===== config.mk =====
export PLATFORM = sky130hd
export DESIGN_NAME = crc_reduced_table
export DESIGN_NICKNAME = d
export VERILOG_FILES = /design/src/rtl/crc_rt_pkg.sv /design/src/rtl/crc_rt_table.sv /design/src/rtl/crc_rt_ctrl.sv /design/src/rtl/crc_rt_datapath.sv /design/src/rtl/crc_reduced_table.sv
export SDC_FILE = /design/constraint.sdc
export NUM_CORES = 1
export LEC_CHECK = 0
export CAP_MARGIN = 20
export CORE_MARGIN = 2
export CORE_UTILIZATION = 40
export DETAILED_ROUTE_END_ITERATION = 16
export GPL_TIMING_DRIVEN = 1
export PLACE_DENSITY = 0.57
export SLEW_MARGIN = 25
export SYNTH_ARGS = -nofsm -noshare
export SYNTH_HDL_FRONTEND = slang
export SYNTH_SLANG_ARGS = --single-unit

===== constraint.sdc =====
create_clock -name clk -period 3.7 [get_ports clk]
set_input_delay 0.555 -clock clk [delete_from_list [all_inputs] [get_ports clk]]
set_output_delay 0.555 -clock clk [all_outputs]
set_load 0.02 [all_outputs]

===== src/rtl/crc_rt_pkg.sv =====
package crc_rt_pkg;
  // Strobes from the control to the datapath.
  typedef struct packed {
    logic load;    // capture a chunk, clear the accumulator
    logic step;    // examine one bit of d
    logic finish;  // last bit: write the new CRC
  } crcStrobe_t;
endpackage


===== src/rtl/crc_rt_table.sv =====
module crc_rt_table #(
  parameter int unsigned CRC_W   = 16,
  parameter logic [CRC_W-1:0] POLY = 16'h1021,
  parameter int unsigned CHUNK_W = 8,
  localparam int unsigned IDX_W  = $clog2(CHUNK_W)
) (
  input  logic [IDX_W-1:0] idx,
  output logic [CRC_W-1:0] entry
);
  // Remainder of x^(CRC_W+i) mod g: start at x^CRC_W mod g (= POLY), multiply by x i times.
  function automatic logic [CRC_W-1:0] powRem(input int unsigned i);
    logic [CRC_W-1:0] r;
    r = POLY;
    for (int unsigned k = 0; k < i; k++) begin
      r = r[CRC_W-1] ? ((r << 1) ^ POLY) : (r << 1);
    end
    return r;
  endfunction

  logic [CRC_W-1:0] tbl [CHUNK_W];

  for (genvar i = 0; i < CHUNK_W; i++) begin : g_entry
    assign tbl[i] = powRem(i);
  end

  assign entry = tbl[idx];
endmodule


===== src/rtl/crc_rt_ctrl.sv =====
module crc_rt_ctrl
  import crc_rt_pkg::*;
#(
  parameter int unsigned CHUNK_W = 8,
  localparam int unsigned IDX_W  = $clog2(CHUNK_W)
) (
  input  logic             clk,
  input  logic             rstN,
  input  logic             chunkValid,
  output logic             chunkReady,
  output logic             busy,
  output logic             crcDone,
  output crcStrobe_t       ctl,
  output logic [IDX_W-1:0] idx
);
  localparam logic [IDX_W-1:0] LAST = IDX_W'(CHUNK_W - 1);

  logic             busyQ;
  logic             doneQ;
  logic [IDX_W-1:0] cntQ;
  logic             isLast;

  assign isLast     = (cntQ == LAST);
  assign ctl.load   = chunkValid && !busyQ;
  assign ctl.step   = busyQ;
  assign ctl.finish = busyQ && isLast;

  always_ff @(posedge clk or negedge rstN) begin
    if (!rstN) begin
      busyQ <= 1'b0;
      cntQ  <= '0;
      doneQ <= 1'b0;
    end else begin
      doneQ <= ctl.finish;
      if (ctl.load) begin
        busyQ <= 1'b1;
        cntQ  <= '0;
      end else if (busyQ) begin
        cntQ <= cntQ + 1'b1;
        if (isLast) busyQ <= 1'b0;
      end
    end
  end

  assign chunkReady = !busyQ;
  assign busy       = busyQ;
  assign crcDone    = doneQ;
  assign idx        = cntQ;

  // Separate run-length counter, used by the window check below.
  logic [IDX_W:0] runLen;
  always_ff @(posedge clk or negedge rstN) begin
    if (!rstN)          runLen <= '0;
    else if (ctl.load)  runLen <= '0;
    else if (busyQ)     runLen <= runLen + 1'b1;
  end

  p_run_length_r7: assert property (@(posedge clk) disable iff (!rstN)
    $fell(busyQ) |-> (runLen == (IDX_W+1)'(CHUNK_W)));

  p_done_pulse_r7: assert property (@(posedge clk) disable iff (!rstN)
    doneQ |=> !doneQ);

  p_done_idle_r7: assert property (@(posedge clk) disable iff (!rstN)
    doneQ |-> !busyQ);

  p_accept_starts_r6: assert property (@(posedge clk) disable iff (!rstN)
    (chunkValid && chunkReady) |=> busyQ);
endmodule


===== src/rtl/crc_rt_datapath.sv =====
module crc_rt_datapath
  import crc_rt_pkg::*;
#(
  parameter int unsigned CRC_W   = 16,
  parameter logic [CRC_W-1:0] POLY = 16'h1021,
  parameter int unsigned CHUNK_W = 8,
  localparam int unsigned IDX_W  = $clog2(CHUNK_W)
) (
  input  logic               clk,
  input  logic               rstN,
  input  crcStrobe_t         ctl,
  input  logic [IDX_W-1:0]   idx,
  input  logic [CHUNK_W-1:0] chunkData,
  input  logic               chunkFirst,
  output logic [CRC_W-1:0]   crcOut
);
  logic [CRC_W-1:0]   crcQ;
  logic [CRC_W-1:0]   accQ;
  logic [CHUNK_W-1:0] dQ;
  logic               firstQ;
  logic [CRC_W-1:0]   entry;
  logic [CRC_W-1:0]   accNext;
  logic [CRC_W-1:0]   shiftedOld;
  logic [CHUNK_W-1:0] topBits;

  crc_rt_table #(.CRC_W(CRC_W), .POLY(POLY), .CHUNK_W(CHUNK_W)) u_table (
    .idx   (idx),
    .entry (entry)
  );

  assign topBits = crcQ[CRC_W-1 -: CHUNK_W];

  // Old CRC's leftover low part moved up by one chunk; nothing is left when the chunk fills the CRC.
  if (CHUNK_W == CRC_W) begin : g_full
    assign shiftedOld = '0;
  end else begin : g_part
    assign shiftedOld = {crcQ[CRC_W-CHUNK_W-1:0], {CHUNK_W{1'b0}}};
  end

  assign accNext = dQ[0] ? (accQ ^ entry) : accQ;

  always_ff @(posedge clk or negedge rstN) begin
    if (!rstN) begin
      crcQ   <= '0;
      accQ   <= '0;
      dQ     <= '0;
      firstQ <= 1'b0;
    end else begin
      if (ctl.load) begin
        dQ     <= chunkData ^ (chunkFirst ? '0 : topBits);
        accQ   <= '0;
        firstQ <= chunkFirst;
      end else if (ctl.step) begin
        accQ <= accNext;
        dQ   <= dQ >> 1;
        if (ctl.finish) crcQ <= accNext ^ (firstQ ? '0 : shiftedOld);
      end
    end
  end

  assign crcOut = crcQ;

  // On the last step every bit of d other than the one under examination has been consumed.
  p_d_drained_r3: assert property (@(posedge clk) disable iff (!rstN)
    ctl.finish |-> ((dQ >> 1) == '0));

  p_crc_only_on_finish_r8: assert property (@(posedge clk) disable iff (!rstN)
    !ctl.finish |=> $stable(crcQ));

  p_step_not_load_r6: assert property (@(posedge clk) disable iff (!rstN)
    ctl.step |-> !ctl.load);
endmodule


===== src/rtl/crc_reduced_table.sv =====
module crc_reduced_table
  import crc_rt_pkg::*;
#(
  parameter int unsigned CRC_W   = 16,
  parameter logic [CRC_W-1:0] POLY = 16'h1021,
  parameter int unsigned CHUNK_W = 8
) (
  input  logic               clk,
  input  logic               rstN,
  input  logic               chunkValid,
  output logic               chunkReady,
  input  logic [CHUNK_W-1:0] chunkData,
  input  logic               chunkFirst,
  output logic               busy,
  output logic [CRC_W-1:0]   crcOut,
  output logic               crcDone
);
  localparam int unsigned IDX_W = $clog2(CHUNK_W);

  crcStrobe_t       ctl;
  logic [IDX_W-1:0] idx;

  crc_rt_ctrl #(.CHUNK_W(CHUNK_W)) u_ctrl (
    .clk        (clk),
    .rstN       (rstN),
    .chunkValid (chunkValid),
    .chunkReady (chunkReady),
    .busy       (busy),
    .crcDone    (crcDone),
    .ctl        (ctl),
    .idx        (idx)
  );

  crc_rt_datapath #(.CRC_W(CRC_W), .POLY(POLY), .CHUNK_W(CHUNK_W)) u_dp (
    .clk        (clk),
    .rstN       (rstN),
    .ctl        (ctl),
    .idx        (idx),
    .chunkData  (chunkData),
    .chunkFirst (chunkFirst),
    .crcOut     (crcOut)
  );

  p_out_hold_r8: assert property (@(posedge clk) disable iff (!rstN)
    !crcDone |-> $stable(crcOut));
endmodule


=== Yosys cells after proc, flatten, opt, wreduce, memory -nomap -nowiden ===
Memory sizes are Yosys's and may differ from the RTL's.
Index checks and enable logic that the tools add are counted.

* Register bits: 46
* Memory bits (read-only): 128
* Output and inout bits: 19
* Memories: 1

{| class="wikitable"
|+ Memories
! name !! words !! width !! rd ports !! clocked after memory_dff !! wr ports !! RTL line !! RTL
|-
| (name not given) || 8 || 16 || 1 || 0 || 0 || crc_rt_table.sv:26 || <nowiki>assign entry = tbl[idx];</nowiki>
|}

* Add/subtract/negate cells: 1
* Magnitude comparators: 1
* Equality and inequality tests: 1
* Multiplexer cells: 14
* Bitwise logic cells: 5
* Reductions and logical operators: 5

{| class="wikitable"
|+ Operators by type and width
! operator !! count
|-
| $mux W16 || 6
|-
| $xor A16 B16 Y16 || 2
|-
| $mux W8 || 3
|-
| $xor A8 B8 Y8 || 1
|-
| $mux W3 || 2
|-
| $ge A4 B4 Y1 const B || 1
|-
| $not A3 Y4 || 1
|-
| $add A3 B1 Y3 const B || 1
|-
| $eq A3 B3 Y1 const B || 1
|-
| $mux W1 || 3
|-
| $reduce_and A3 Y1 || 1
|-
| $logic_and A1 B1 Y1 || 2
|-
| $reduce_bool A2 Y1 || 1
|-
| $logic_not A1 Y1 || 1
|-
| $not A1 Y1 || 1
|}

=== Longest topological paths before layout ===
Gate-level depths: netlist of run 1.

* Depth after elaboration: 8
* Gate-level depth with buffers: 6

=== Hierarchy ===
From an unflattened synthesis of run 1, not the netlist that was laid out.

* Cell total of the unflattened synthesis: 258
* Area, all modules: 2725.1 um2

{| class="wikitable"
|+ By module, submodules not included
! module !! times used !! cells each !! area an instance (um2)
|-
| crc_rt_datapath || 1 || 215 || 2289.7
|-
| crc_rt_ctrl || 1 || 16 || 222.7
|-
| crc_rt_table || 1 || 27 || 212.7
|}

=== Worst setup path before layout of run 1 ===
OpenSTA, ideal clock, no wires.

* Path kind: register to output
* Start point: register u_ctrl.busyQ (netlist: u_ctrl.busy)
* End point: output port chunkReady
* Data arrival time: 1.109 ns
* Required time: 3.145 ns
* Slack: 2.036 ns
* Cell stages (with the launch flop): 4
* Cells stage by stage: dfrtp_1 buf_2 inv_1 clkbuf_1

* Longest elaborated chain between the ends: 1

{| class="wikitable"
|+ RTL lines
! item !! RTL line !! RTL
|-
| start, declared || crc_rt_ctrl.sv:18 || <nowiki>logic busyQ;</nowiki>
|-
| start signal, assigned || crc_rt_ctrl.sv:30 || <nowiki>busyQ <= 1'b0;</nowiki>
|-
| start signal, assigned || crc_rt_ctrl.sv:36 || <nowiki>busyQ <= 1'b1;</nowiki>
|-
| start signal, assigned || crc_rt_ctrl.sv:40 || <nowiki>if (isLast) busyQ <= 1'b0;</nowiki>
|-
| $logic_not A1 Y1 || crc_rt_ctrl.sv:45 || <nowiki>assign chunkReady = !busyQ;</nowiki>
|-
| end, declared || crc_reduced_table.sv:11 || <nowiki>output logic chunkReady,</nowiki>
|}

No other way between the ends.

=== Final worst setup path of run 1 ===
Same ends and word-level chain as after synthesis.

==> results of run 1 <==
## worst register-to-register path, cell delays in order, from the launching register on
cell,delay [ns]
dfrtp_1,0.54
buf_4,0.25
nand3_1,0.40
buf_4,0.37
inv_2,0.11
nor2_1,0.05
## sequential cells by signal, indices dropped and copies added, names as in the netlist
register        flops
u_dp.accQ          16
u_dp.crcOut        16
u_dp.firstQ         1
u_ctrl.crcDone      1
u_dp.dQ             8
u_ctrl.busy         1
u_ctrl.idx          3
## metal layers
layer  up-vias  track usage, %  routed length, µm
met5         -               0                  0
met4         0            5.50                 25
met3         2            3.19                220
met2        31            23.9               2190
met1       778            22.5               2350
li1        830               -                  -
## cell usage after synthesis
cell type,count
dfrtp_1,46
nand2_1,41
xnor2_1,20
o21ai_1,19
nor2b_1,12
o21ai_0,12
nand2b_1,10
mux2i_1,8
a22o_1,7
xnor2_2,7
ha_1,6
xor2_1,6
buf_2,5
clkbuf_1,4
inv_1,3
nand3_2,3
nand3b_1,3
nor2_1,3
buf_1,2
mux2_1,2
nand2_2,2
nand3_1,2
o31ai_1,2
a211oi_1,1
a21boi_0,1
a21o_1,1
a21oi_1,1
a31o_2,1
buf_4,1
buf_6,1
inv_2,1
nor2_2,1
o21ai_2,1
## metrics by stage
stage          cell area (µm²)  cells  total power, mW  utilization, %  worst slack [ns]
2_1_floorplan             2410    235             1.74               -              2.04
3_3_place_gp              2770    331             2.09            47.0              1.51
3_5_place_dp              2770    331             2.10            47.0              1.48
4_1_cts                   2860    339             2.42            48.6              1.13
5_1_grt                   2860    339             2.59            48.6             0.999
6_report                  2860    339             2.39            48.6              1.14
## layout make-up
type	instances	share of cell area, %
Timing Repair Buffer	34	11.5
Tap cell	75	3.28
Multi-Input combinational cell	172	41.3
Inverter	4	0.525
Clock buffer	7	3.02
Clock inverter	1	0.175
Sequential cell	46	40.3
## power groups by stage
stage	Clock, mW	Combinational (mW)	Sequential [mW]
floorplan	0	0.763	0.973
global placement	0	1.14	0.949
detailed placement	0	1.14	0.955
CTS	0.331	1.15	0.946
global route	0.356	1.26	0.980
finish	0.316	1.13	0.942
## kinds of logic after synthesis
logic type      synth area share (%)
fa+ha+maj                       3.11
mux                             4.25
flops                           47.7
compound gates                  11.5
simple gates                    15.9
xor+xnor                        14.2
buf+inv                         3.37
## worst min-delay path by stage
stage / slack [ns] / cells past startpoint / to / startpoint
finish: 0.25 / 1 / u_dp.crcOut[10] / rstN
global placement: 0.47 / 2 / u_dp.dQ[3] / u_dp.dQ[4]
global route: 0.29 / 1 / u_dp.crcOut[10] / rstN
detailed placement: 0.47 / 2 / u_dp.dQ[3] / u_dp.dQ[4]
CTS: 0.27 / 1 / u_dp.crcOut[10] / rstN
floorplan: 0.26 / 0 / u_ctrl.busy / rstN
## placed cells by master, fill, tap and decap left out, drive strengths merged, types with 6 or more instances in the layout
cell / netlist / layout
clkdlybuf4s50: 0 / 29
dfrtp: 46 / 46
a22o: 7 / 7
ha: 6 / 6
xnor2: 27 / 27
nor2b: 12 / 12
o21ai: 32 / 32
mux2i: 8 / 8
clkbuf: 4 / 7
nand2: 43 / 43
nand2b: 10 / 10
xor2: 6 / 6
==> metrics.cfg, run 1 <==
[cts]
cts_tree=yes
cts_buffer_depth=2
ctsResizeCount=0
htreeDepth=2
worstSkewPairLatency_ns=0.30
root_buffer=clkbuf_8
cts_sinks=46
cts_setup_buffers=0
ctsHoldBuffers=0
clk_pin_slew_ns=0.08
numCtsBuffers=5

[worst_setup_path]
r2r_start=u_ctrl.busy
critPathBufInv=3
reg2reg_setup_slack_ns=1.85
required_ns=3.14
crit_start=u_ctrl.busy
critPathArrivalTime_ns=2.01
worstPathMaxFanout=13
crit_path_start_kind=flip-flop
path_cells=buf_4, inv_1, clkdlybuf4s50_1
r2r-end=u_ctrl.busy
critical_path.endpoint=chunkReady
cp_slowest_stage_delay_ns=0.68
slowest_stage=clkdlybuf4s50_1
critical_path_class=flip-flop to output pin
r2r_cells=5
worst-path-stages=3
cp_top_family=buffers and inverters
cp-end-kind=output pin

[floorplanning]
floorplan.initialDensity_pct=41.0
core-area_um2=5890
die_height_um=81.7
die_area_um2=6670
io_pins=31
die_w_um=81.7
num_rows=28

[logic_synthesis]
synth_area_leaders=dfrtp_1, xnor2_1, nand2_1
synth_seq_cells=46
ys_warn_count=0
synth_area_leader_cell=dfrtp_1
syn_area_um2=2410
syn-num-nets=253
yosysUniqueCellTypes=33
yosysTopAreaCellShare_pct=47.7
syn_inst=235
syn_area_per_cell_um2=10.3
yosysSeqAreaShare_pct=47.7

[pwr]
seqPwrFrac_pct=39.5
power.share.combinational_pct=47.3
p_leak_nw=1.26
p_sw_share_pct=40.5
p_per_area_nw_per_um2=835
vdd.ir_drop.worst_mv=0.338
power_switching_mw=0.966
pwr-share-clk_pct=13.2
internal_power_mw=1.42

[final_layout]
num_antenna_cells=0
register_area_um2=1150
fin_nets=281
syn_to_final_growth_pct=18.5
drive_above_1_share_pct=10.6
multiInputGateArea_um2=1180
n_fill_cell=565

[timing]
fin_crit_ns=2.56
rsz0062_at_grt=false
finalSetupViolCount=0
tns_ns=0
max_freq_ghz=0.390
slew_headroom_pct=60.5
whs_ns=0.248
slew_violations=0
fin_crit_sh_pct=69.3
worst_slew_pin_slew_ns=0.592
hold_viol_final=0
fin_skew_ns=0.00371

[placement]
place.gp.congestion=0.798
dp_hpwl_mm=3.35
io_buffers=30

[global_routing]
antenna_found_initial=0
overflow=0
first_global_vias=1572
grt_max_degree=47
grt_pass1_wl_mm=7.87
track_usage_pct=15.8

[route]
first_pass_iters=4
wirelength_mm=4.78
viasPerCell=4.84
post-route-drc-count=0
antenna_left=0
routedWlPerCell_um=14.1
drt_iter0_drc=145
vias=1641

[outcome]
outcome=completed

[min_path]
hold_path_class=primary input to async pin

[job]
drv_cap=0

Note: power is estimated with default switching activity, not from simulation.
==> run 2, diff against run 1 <==
- PLACE_DENSITY: 0.57 -> 0.59
- clock period: 3.7 -> 2.3 ns (I/O delays scaled with it)
==> run 2 against run 1 <==
Net effect: total power rose by 72%; sequential power rose by 59%; register-to-register slack got worse by 1.2 ns; count of clock-buffer cells in the layout fell by 1; largest power group unchanged; critical path depth fell by 1; clock power rose by 130%; first-iteration DRC count fell by 43%; via count rose by 0.73%; cell count rose by 1.2%; critical path type unchanged; worst setup slack got worse by 0.59 ns; combinational power rose by 66%.
==> metrics.cfg, run 2 (same netlist as run 1, synthesis figures left out) <==
[cts]
ctsHoldBuffers=0
worstSkewPairLatency_ns=0.30
cts_tree=yes
cts_setup_buffers=0
htreeDepth=2
numCtsBuffers=5
cts_sinks=46
ctsResizeCount=0
cts_buffer_depth=2
root_buffer=clkbuf_8
clk_pin_slew_ns=0.08

[timing]
worst_slew_pin_slew_ns=0.518
slew_headroom_pct=65.4
fin_crit_sh_pct=76.1
fin_crit_ns=1.75
finalSetupViolCount=0
fin_skew_ns=0.00681
tns_ns=0
setup_ws_ns=0.550
slew_violations=0
whs_ns=0.0170
hold_viol_final=0
max_freq_ghz=0.571
rsz0062_at_grt=false

[worst_setup_path]
worstPathMaxFanout=4
required_ns=1.96
r2r-end=u_dp.accQ[6]
critical_path_class=flip-flop to output pin
critPathArrivalTime_ns=1.40
cp-end-kind=output pin
reg2reg_setup_slack_ns=0.63
r2r_cells=6
crit_path_start_kind=flip-flop
r2r_start=u_ctrl.idx[0]

[global_routing]
track_usage_pct=16.3
grt_max_degree=27
first_global_vias=1559
overflow=0
grt_pass1_wl_mm=8.12
antenna_found_initial=0

[pwr]
vdd.ir_drop.worst_mv=0.580
p_per_area_nw_per_um2=1390
p_leak_nw=1.31

[floorplanning]
die_area_um2=6670
die_height_um=81.7
die_w_um=81.7
floorplan.initialDensity_pct=41.0
io_pins=31
core-area_um2=5890
num_rows=28

[route]
post-route-drc-count=0
routedWlPerCell_um=14.2
drt_iter0_drc=82
viasPerCell=4.82
antenna_left=0
wirelength_mm=4.89
first_pass_iters=4
vias=1653

[final_layout]
final_common_cell=dfrtp_1
layout_common_cells=dfrtp_1, nand2_1, clkdlybuf4s50_1
n_fill_cell=542
final_cells=343
finalCoreUtilization_pct=50.3
syn_to_final_growth_pct=22.8
fin_nets=285
drive_above_1_share_pct=12.3
num_antenna_cells=0

[placement]
placed_cells=335
place.gp.congestion=0.734
dp_hpwl_mm=3.50
io_buffers=30
dp_slack_ns=0.629

[outcome]
outcome=completed

[job]
drv_cap=0

[min_path]
hold_path_class=primary input to async pin

## run 2: cell count changes in the layout (fill, tap and decap cells not counted)
cell,change
buf_2,+1
clkinv_2,-1
clkbuf_1,-1
buf_12,+2
buf_4,+1
bufinv_16,+2
## run 2: through the flow
stage | instance area (µm²) | power [mW]
floorplan | 2410 | 2.79
global placement | 2820 | 3.39
detailed placement | 2820 | 3.42
CTS | 2960 | 4.18
global route | 2960 | 4.43
finish | 2960 | 4.12
## run 2: report_power, final
| part | switching (mW) | internal [mW] |
|---|---|---|
| combinational | 0.958 | 0.920 |
| sequential | 0.345 | 1.15 |
| clock | 0.274 | 0.463 |
| total | 1.58 | 2.54 |
## run 2: layer usage
layer  part of all wire (%)  track usage (%)  vias up
met5                      0                0        -
met4                   0.86             4.50        0
met2                     43             23.2       32
li1                       -                -      834
met3                    4.0             3.74        6
met1                     52             24.9      781
## run 2: worst max-delay path by stage
stage	startpoint	to	slack, ns	cells past startpoint
2_1_floorplan	u_ctrl.idx[0]	u_dp.accQ[6]	0.76	6
3_5_place_dp	u_ctrl.idx[0]	u_dp.accQ[6]	0.63	6
6_report	u_ctrl.busy	chunkReady	0.55	2
5_1_grt	u_ctrl.busy	chunkReady	0.47	2
3_3_place_gp	chunkFirst	u_dp.dQ[4]	0.65	5
4_1_cts	u_ctrl.busy	chunkReady	0.50	2
## run 2: cell type report
type,instances,area [µm²],area share [%]
inverter,4,15.0,0.507
timing repair buffer,38,380,12.8
multi-input combinational,172,1180,39.8
clock buffer,6,82.6,2.79
clock inverter,2,60.1,2.03
tap,75,93.8,3.17
sequential,46,1150,38.9
## run 2: worst max-delay path, cell delays in order (launching register included)
cell and delay, ns:
dfrtp_1 0.41, inv_1 0.09, clkdlybuf4s50_1 0.61
==> run 3, diff against run 2 <==
- clock period: 2.3 -> 1.44 ns (I/O delays scaled with it)
==> run 3 against run 2 <==
Net effect: the run now ends with setup timing left; clock power grew 64%; critical path depth up 4; sequential cell count did not move; largest cell class unchanged.
==> metrics.cfg, run 3 (same netlist as run 1, synthesis figures left out) <==
[final_layout]
final_common_cell=dfrtp_1
num_antenna_cells=0
drive_above_1_share_pct=23.9
layout_common_cells=dfrtp_1, nand2_1, o21ai_1
n_fill_cell=543
multiInputGateArea_um2=1320
register_area_um2=1150
design_area_um2=3240
fin_nets=301
syn_to_final_growth_pct=34.5

[job]
drv_cap=0

[cts]
cts_sinks=46
cts_buffer_depth=2
root_buffer=clkbuf_8
htreeDepth=2
worstSkewPairLatency_ns=0.30
cts_tree=yes
clk_pin_slew_ns=0.09
numCtsBuffers=5

[pwr]
vdd.ir_drop.worst_mv=1.01
p_per_area_nw_per_um2=2230
p_leak_nw=1.49
total_power_mw=7.22

[timing]
rsz0062_at_grt=true
worst_slew_pin_slew_ns=0.313
slew_violations=0
fin_crit_ns=1.44
setup_ws_ns=-0.000427
whs_ns=0.414
max_freq_ghz=0.694
fin_skew_ns=0.00639
slew_headroom_pct=79.1
finalSetupViolCount=1
tns_ns=-0.000427
hold_viol_final=0
fin_crit_sh_pct=100

[outcome]
outcome=finished with violations
violations=setup timing

[worst_setup_path]
cp-end-kind=flip-flop
r2r-end=u_dp.crcOut[6]
path_cells=inv_4, ha_4, mux2_4, nand2_4, xor2_2, o21ai_1
cp_slowest_stage_delay_ns=0.46
crit_start=u_ctrl.idx[1]
critical_path_class=flip-flop to flip-flop
r2r_cells=6
critPathArrivalTime_ns=1.64
r2r_start=u_ctrl.idx[1]
required_ns=1.64
reg2reg_setup_slack_ns=-0.0004
critical_path.endpoint=u_dp.crcOut[6]
crit_path_start_kind=flip-flop
slowest_stage=dfrtp_2
worstPathMaxFanout=4

[route]
viasPerCell=4.83
antenna_left=0
wirelength_mm=5.23
vias=1735
first_pass_iters=4
drt_iter0_drc=52
post-route-drc-count=0
routedWlPerCell_um=14.6

[global_routing]
grt_max_degree=47
grt_pass1_wl_mm=8.72
overflow=0
first_global_vias=1702
track_usage_pct=17.1
antenna_found_initial=0

[min_path]
hold_path_class=primary input to async pin

[floorplanning]
num_rows=28
core-area_um2=5890
floorplan.initialDensity_pct=41.0
die_w_um=81.7
die_area_um2=6670
io_pins=31
die_height_um=81.7

[placement]
placed_area_um2=2950
dp_hpwl_mm=3.58
dp_slack_ns=-0.0609
io_buffers=30
place.gp.congestion=0.779

-- run 3: cell count changes in the layout (fill, tap and decap cells not counted), moves of 3 or more --
cell / change
buf_4: +12
clkdlybuf4s50_1: -19
dfrtp_1: -3
dfrtp_2: +3
dlygate4sd2_1: +18
ha_1: -4
ha_4: +4
nand2_1: -3
-- run 3: metrics by stage --
step / cells / util [%]
after floorplan: 235 / -
after global placement: 347 / 50.1
after detailed placement: 347 / 50.1
after CTS: 359 / 54.0
after global routing: 359 / 55.1
final: 359 / 55.1
-- run 3: routing by layer --
metal | up-vias | routed length (µm) | GRT usage [%]
li1 | 866 | - | -
met1 | 832 | 2550 | 24.2
met2 | 31 | 2420 | 27.0
met3 | 6 | 194 | 2.97
met4 | 0 | 56 | 4.50
met5 | - | 0 | 0
-- run 3: how the worst min path moves through the flow --
stage / from / endpoint / slack, ns / depth (start not counted)
final: rstN / u_dp.crcOut[10] / 0.41 / 3
after global placement: rstN / u_dp.dQ[2] / 0.22 / 2
after global routing: rstN / u_dp.accQ[9] / 0.47 / 3
after floorplan: rstN / u_ctrl.busy / -0.08 / 0
after detailed placement: rstN / u_dp.crcOut[10] / 0.22 / 2
after CTS: rstN / u_dp.dQ[4] / 0.43 / 3
-- run 3: cell type report --
type                    count  area share [%]
clock buffers               6            2.55
clock inverters             2            1.85
inverters                   4           0.617
multi-input cells         172            40.8
flip-flops and latches     46            35.6
well taps                  75            2.89
repair buffers             54            15.7
-- run 3: timing repair --
item,4_1_cts,5_1_grt
hold buffers,1,0
resized for setup,35,13
buffers inserted,3,0
endpoints found under the hold margin,46,0
endpoints found under the setup margin,36,25
pin swaps,11,15
-- run 3: power by group --
group | switching, mW | internal [mW]
clock network | 0.465 | 0.741
registers | 0.555 | 1.85
logic | 1.80 | 1.81
-- run 3: critical path: cells and delay by family, from the launching register on --
| kind | cells | cell delay (ns) |
|---|---|---|
| flip-flops | 1 | 0.46 |
| AO/OA/AOI/OAI | 1 | 0.08 |
| adder cells (fa/ha/maj) | 1 | 0.21 |
| multiplexers | 1 | 0.27 |
| AND/OR/NAND/NOR | 1 | 0.06 |
| XOR/XNOR | 1 | 0.16 |
| buffers and inverters | 1 | 0.09 |
